### config.mk
export PLATFORM = sky130hd
export DESIGN_NAME = scl_timing_gen
export DESIGN_NICKNAME = d
export VERILOG_FILES = /design/src/rtl/scl_timing_pkg.sv /design/src/rtl/scl_prescaler.sv /design/src/rtl/scl_phase_fsm.sv /design/src/rtl/scl_stretch_timer.sv /design/src/rtl/scl_timing_gen.sv
export SDC_FILE = /design/constraint.sdc
export NUM_CORES = 1
export LEC_CHECK = 0
export BUFFER_PORTS_ARGS = -buffer_cell sky130_fd_sc_hd__buf_2
export CAP_MARGIN = 20
export CELL_PAD_IN_SITES_DETAIL_PLACEMENT = 0
export CELL_PAD_IN_SITES_GLOBAL_PLACEMENT = 1
export CORE_ASPECT_RATIO = 0.8
export CORE_MARGIN = 2
export CORE_UTILIZATION = 44
export CTS_CLUSTER_SIZE = 25
export DETAILED_ROUTE_END_ITERATION = 10
export MAX_ROUTING_LAYER = met4
export PLACE_DENSITY = 0.92
export SLEW_MARGIN = 0
export SYNTH_ARGS = -nofsm -noshare
export SYNTH_HDL_FRONTEND = slang
export SYNTH_SLANG_ARGS = --single-unit
export TNS_END_PERCENT = 30
### constraint.sdc
create_clock -name clk -period 3.8 [get_ports clk]
set_input_delay 0.19 -clock clk [delete_from_list [all_inputs] [get_ports clk]]
set_output_delay 0.19 -clock clk [all_outputs]
set_load 0.03 [all_outputs]
### src/rtl/scl_timing_pkg.sv
// Shared types for the SCL timing generator.
// Assumes: nothing beyond standard SystemVerilog packages.
package scl_timing_pkg;

    // Phase of the SCL waveform as seen by the phase sequencer
    typedef enum logic [1:0] {
        PH_IDLE = 2'd0,
        PH_LOW  = 2'd1,
        PH_WAIT = 2'd2,
        PH_HIGH = 2'd3
    } phase_e;

endpackage

### src/rtl/scl_prescaler.sv
// Power-of-two base tick generator.
// Produces 'tick' on the last cycle of every 2^div_exp cycle window and
// 'tick_first' on the first cycle of the window. 'restart' realigns the
// window so a new phase always starts on a full tick.
// Assumes: div_exp is stable while en is high.
module scl_prescaler #(
    parameter int EXP_W = 4
) (
    input  logic             clk,
    input  logic             rst_n,
    input  logic             en,
    input  logic             restart,
    input  logic [EXP_W-1:0] div_exp,
    output logic             tick,
    output logic             tick_first
);
    localparam int PRE_W = (1 << EXP_W) - 1;

    logic [PRE_W-1:0] pre_cnt;
    logic [PRE_W-1:0] win_last;

    // Last count value of the current window
    assign win_last   = (PRE_W'(1) << div_exp) - PRE_W'(1);
    assign tick       = en && (pre_cnt >= win_last);
    assign tick_first = en && (pre_cnt == '0);

    // Window counter: cleared on reset, disable or restart, wraps on tick
    always_ff @(posedge clk) begin
        if (!rst_n || !en || restart) begin
            pre_cnt <= '0;
        end else if (tick) begin
            pre_cnt <= '0;
        end else begin
            pre_cnt <= pre_cnt + PRE_W'(1);
        end
    end
endmodule

### src/rtl/scl_phase_fsm.sv
// SCL phase sequencer.
// Steps through low, wait-for-line-high and high phases, counting base
// ticks in the timed phases. It asks the prescaler to realign on every phase
// change and decodes the mid-phase SDA strobes.
// Assumes: scl_in is already synchronised; counts are stable while en is high.
module scl_phase_fsm
    import scl_timing_pkg::*;
#(
    parameter int CNT_W = 4
) (
    input  logic             clk,
    input  logic             rst_n,
    input  logic             en,
    input  logic             tick,
    input  logic             tick_first,
    input  logic [CNT_W-1:0] low_cnt,
    input  logic [CNT_W-1:0] high_cnt,
    input  logic             scl_in,
    output logic             restart,
    output logic             drive_low,
    output logic             in_wait,
    output logic             sda_change,
    output logic             sda_sample
);
    phase_e           phase_q;
    phase_e           phase_d;
    logic [CNT_W-1:0] tick_cnt;
    logic [CNT_W:0]   mid_low;
    logic [CNT_W:0]   mid_high;
    logic             timed;

    // Next phase selection
    always_comb begin
        phase_d = phase_q;
        unique case (phase_q)
            PH_IDLE: phase_d = PH_LOW;
            PH_LOW:  if (tick && tick_cnt == low_cnt)  phase_d = PH_WAIT;
            PH_WAIT: if (scl_in)                       phase_d = PH_HIGH;
            PH_HIGH: if (tick && tick_cnt == high_cnt) phase_d = PH_LOW;
            default: phase_d = PH_IDLE;
        endcase
        if (!en) phase_d = PH_IDLE;
    end

    assign restart = en && (phase_d != phase_q);
    assign timed   = (phase_q == PH_LOW) || (phase_q == PH_HIGH);

    // Phase register
    always_ff @(posedge clk) begin
        if (!rst_n) phase_q <= PH_IDLE;
        else        phase_q <= phase_d;
    end

    // Tick counter within a timed phase
    always_ff @(posedge clk) begin
        if (!rst_n || !en || restart) begin
            tick_cnt <= '0;
        end else if (tick && timed) begin
            tick_cnt <= tick_cnt + CNT_W'(1);
        end
    end

    // Midpoints in ticks, rounded down on the phase length
    assign mid_low  = ({1'b0, low_cnt}  + (CNT_W+1)'(1)) >> 1;
    assign mid_high = ({1'b0, high_cnt} + (CNT_W+1)'(1)) >> 1;

    assign drive_low  = (phase_q == PH_LOW);
    assign in_wait    = (phase_q == PH_WAIT);
    assign sda_change = (phase_q == PH_LOW)  && tick_first && ({1'b0, tick_cnt} == mid_low);
    assign sda_sample = (phase_q == PH_HIGH) && tick_first && ({1'b0, tick_cnt} == mid_high);
endmodule

### src/rtl/scl_stretch_timer.sv
// Clock stretch timeout monitor.
// Counts base ticks while the sequencer waits for SCL to rise. It emits one
// strobe when the count reaches tmo_sel*TMO_UNIT, and only in fast mode
// with a non-zero selection.
// Assumes: tmo_sel and fast_mode are stable during a stretch.
module scl_stretch_timer #(
    parameter int TMO_W    = 3,
    parameter int TMO_UNIT = 4
) (
    input  logic             clk,
    input  logic             rst_n,
    input  logic             in_wait,
    input  logic             tick,
    input  logic             fast_mode,
    input  logic [TMO_W-1:0] tmo_sel,
    output logic             timeout
);
    localparam int LIM_W = TMO_W + $clog2(TMO_UNIT) + 1;

    logic [LIM_W-1:0] limit;
    logic [LIM_W-1:0] wait_cnt;
    logic             armed;

    assign limit = LIM_W'(tmo_sel) * LIM_W'(TMO_UNIT);
    assign armed = fast_mode && (tmo_sel != '0);

    // Stretch tick counter, saturating at the limit
    always_ff @(posedge clk) begin
        if (!rst_n || !in_wait) begin
            wait_cnt <= '0;
        end else if (armed && tick && (wait_cnt < limit)) begin
            wait_cnt <= wait_cnt + LIM_W'(1);
        end
    end

    assign timeout = in_wait && armed && tick && (wait_cnt == limit - LIM_W'(1));
endmodule

### src/rtl/scl_timing_gen.sv
// I2C SCL timing generator top.
// Ties the prescaler, the phase sequencer and the stretch timer together and
// presents the SCL drive request and the SDA phase strobes.
// Assumes: scl_in is synchronised to clk; configuration changes only while
// en is low.
module scl_timing_gen #(
    parameter int EXP_W    = 4,
    parameter int CNT_W    = 4,
    parameter int TMO_W    = 3,
    parameter int TMO_UNIT = 4
) (
    input  logic             clk,
    input  logic             rst_n,
    input  logic             en,
    input  logic             fast_mode,
    input  logic [EXP_W-1:0] div_exp,
    input  logic [CNT_W-1:0] low_cnt,
    input  logic [CNT_W-1:0] high_cnt,
    input  logic [TMO_W-1:0] tmo_sel,
    input  logic             scl_in,
    output logic             scl_drive_low,
    output logic             sda_change,
    output logic             sda_sample,
    output logic             scl_timeout
);
    logic tick;
    logic tick_first;
    logic restart;
    logic in_wait;

    scl_prescaler #(.EXP_W(EXP_W)) u_pre (
        .clk        (clk),
        .rst_n      (rst_n),
        .en         (en),
        .restart    (restart),
        .div_exp    (div_exp),
        .tick       (tick),
        .tick_first (tick_first)
    );

    scl_phase_fsm #(.CNT_W(CNT_W)) u_fsm (
        .clk        (clk),
        .rst_n      (rst_n),
        .en         (en),
        .tick       (tick),
        .tick_first (tick_first),
        .low_cnt    (low_cnt),
        .high_cnt   (high_cnt),
        .scl_in     (scl_in),
        .restart    (restart),
        .drive_low  (scl_drive_low),
        .in_wait    (in_wait),
        .sda_change (sda_change),
        .sda_sample (sda_sample)
    );

    scl_stretch_timer #(.TMO_W(TMO_W), .TMO_UNIT(TMO_UNIT)) u_tmo (
        .clk       (clk),
        .rst_n     (rst_n),
        .in_wait   (in_wait),
        .tick      (tick),
        .fast_mode (fast_mode),
        .tmo_sel   (tmo_sel),
        .timeout   (scl_timeout)
    );
endmodule

==> flow_metrics.tcl <==
set metrics [dict create \
    synth_cell_types 43 \
    io_buffers 23 \
    clock_power_share_pct 32.0 \
    max_freq_mhz 287.6 \
    layout_common_cells "nor2_1, ha_1, dfxtp_1" \
    layout_min_cycle_time_ps 3477 \
    setup_slack_ps 322.7 \
    io_pins 24 \
    grt_pass1_vias 1701 \
    fin_area_um2 2426 \
    vias_per_cell 5.594 \
    drv_slew 0 \
    synth_ff_type "dfxtp_1" \
    setup_viol 0 \
    yosys_warnings 0 \
    critical_path.max_fanout 20 \
    seqPwrFrac_pct 51.8 \
    slew_headroom_pct 74.12 \
    intPower_uw 399.5 \
    async_flop_share_pct 0 \
    worstSkewPairLatency_ps 280 \
    required_ps 3610 \
    placed_area_um2 2375 \
    combPwrFrac_pct 16.2 \
    grt_max_degree 21 \
    cts-root-buf "clkbuf_8" \
    ys_seq_elements 27 \
    nFillCells 510 \
    hpwl_um 3719 \
    drtPass1Iterations 4 \
    grtUsageTotal_pct 17.48 \
    antenna_found_initial 0 \
    ir_worst_vdd_mv 0.1315 \
    switching_share_pct 27.51 \
    synthCells 279 \
    nNetsFinal 343 \
    antenna_cells 0 \
    cp-end-kind "output pin" \
    wire_per_inst_um 13.50 \
    placed_cells 353 \
    instances_no_fill 357 \
    vias 1997 \
    use_met3_pct 2.934 \
    cts_hold_buf 0 \
    synth.avg_cell_area_um2 8.001 \
    syn_nets 326 \
    die_h_um 67.71 \
    ant_nets 0 \
    critPathLaunchType "primary input" \
    fin_util_pct 49.01 \
    r2r_cells 8 \
    yosysSeqAreaShare_pct 24.22 \
    met2_usage_pct 27.10 \
    grtUsageMet1_pct 24.87 \
    period_share_pct 91.51 \
    fp.dieW_um 83.63 \
    hold-path-cell-count 3 \
    cts_tree "done" \
    hold_violations 0 \
    tns_ps 0 \
    yosys-top-cells-area "dfxtp_1, ha_1, xnor2_1" \
    p_leak_nw 0.9365 \
    critPathArrivalTime_ps 3290 \
    switchingPower_uw 151.6 \
    synth_edf_count 0 \
    power-per-cell-area_nw_per_um2 227.1 \
    p_total_uw 551.1 \
    drc 0 \
    dp_slack_ps 134.9 \
    rsz0062_at_grt "false" \
    htreeDepth 1 \
    area.sequential_um2 540.5 \
    hp-class "primary input to flip-flop" \
    core_um2 4950 \
    multi_input_area_um2 1583 \
    yosysTopAreaCell "dfxtp_1" \
    skew_ps 11.07 \
    grt-busiest-layer "met2" \
    gp_congestion 0.8420 \
    drt_iter0_markers 119 \
    grt_pass1_wl_um 7921 \
    drive_gt1_share_pct 10.85 \
    areaGrowthSynthToFinish_pct 8.688 \
    die_area_um2 5662 \
    routed_wl_um 4819 \
    clk_path_buf_depth 2 \
    synth_top_area_share_pct 24.22 \
    outcome "complete, no violations" \
    grt_overflow 0 \
    cts.sinks 27 \
    initial_core_util_pct 45.10 \
    crit_type "primary input to output pin" \
    numCtsBuffers 3 \
    cap_violations 0 \
    rows 23 \
    path_clk_slew_ps 90 \
    post_cts_buffers 0 \
    synth_area_um2 2232 \
    hold_ws_ps 218.2 \
    worst_pin_slew_ps 384.2 \
]
==> layer usage <==
layer | share of wire (%) | wire, um
met4 | 0.39 | 19
met1 | 55 | 2670
met5 | 0 | 0
met3 | 2.2 | 107
met2 | 42 | 2021
==> what timing repair did <==
action                                  in CTS  in global routing
endpoints found under the hold margin        0                  0
resized for setup                            0                  1
endpoints found under the setup margin       0                  1
==> synth_stat cells, types with 2 or more instances <==
cell,n
nor4_1,4
mux2i_1,2
a21oi_1,15
nand2_1,14
a32oi_1,2
xor2_1,15
ha_1,27
a21o_1,2
xnor2_1,19
nor2_1,27
dfxtp_1,27
and3_1,6
o31ai_1,7
o21ai_0,11
nor2b_1,4
nor3b_1,4
o21a_1,2
or4_1,4
buf_6,2
nand3_1,19
o211ai_1,2
inv_1,12
or3_1,2
nand4_1,9
clkbuf_1,10
nor3_1,9
nor4b_1,3
nand2b_1,4
==> registers in the layout, summed over array words and instances, names as in the netlist <==
register / count
u_pre.pre_cnt: 15
u_tmo.wait_cnt: 6
u_fsm.tick_cnt: 4
u_fsm.phase_q: 2
==> power groups by stage <==
| stage | combinational [mW] | clock, mW | sequential (mW) |
|---|---|---|---|
| after floorplan | 0.0610 | 0 | 0.291 |
| after global placement | 0.0871 | 0 | 0.292 |
| after detailed placement | 0.0885 | 0 | 0.292 |
| after CTS | 0.0890 | 0.179 | 0.286 |
| after global routing | 0.0998 | 0.187 | 0.286 |
| final | 0.0891 | 0.176 | 0.286 |
==> worst max-delay path: stages <==
cell	delay (ps)
buf_2	150
or2_2	330
or3_1	340
ha_1	300
nor3_1	210
a21o_1	100
a32oi_1	90
ha_1	320
nand4_1	80
o311a_1	380
o21a_2	330
nor3_1	230
buf_2	230
==> layout make-up <==
type	instances	area share [%]
Clock inverter	1	0.3610
Multi-Input combinational cell	227	65.24
Sequential cell	27	22.28
Inverter	12	1.857
Timing Repair Buffer	25	5.364
Tap cell	62	3.198
Clock buffer	3	1.702
==> final timing paths <==
kind / start / to / slack (ps)
setup / recovery: div_exp[1] / scl_timeout / 320
hold / removal: rst_n / u_fsm.phase_q[1] / 220
setup reg to reg: u_pre.pre_cnt[0] / u_fsm.tick_cnt[3] / 1370
hold reg to reg: u_pre.pre_cnt[0] / u_pre.pre_cnt[0] / 510
==> kinds of logic (layout without fill, tap and decap cells) <==
group                    after synthesis  after routing  share of synthesized area (%)
AO/OA/AOI/OAI                         49             49                          14.01
adder cells (fa/ha/maj)               27             27                          15.13
flip-flops                            27             27                          24.22
buffers and inverters                 25             41                          4.932
multiplexers                           2              2                         0.8969
XOR/XNOR                              34             34                          13.34
AND/OR/NAND/NOR                      115            115                          27.47
Power figures use the tool's default switching activity.
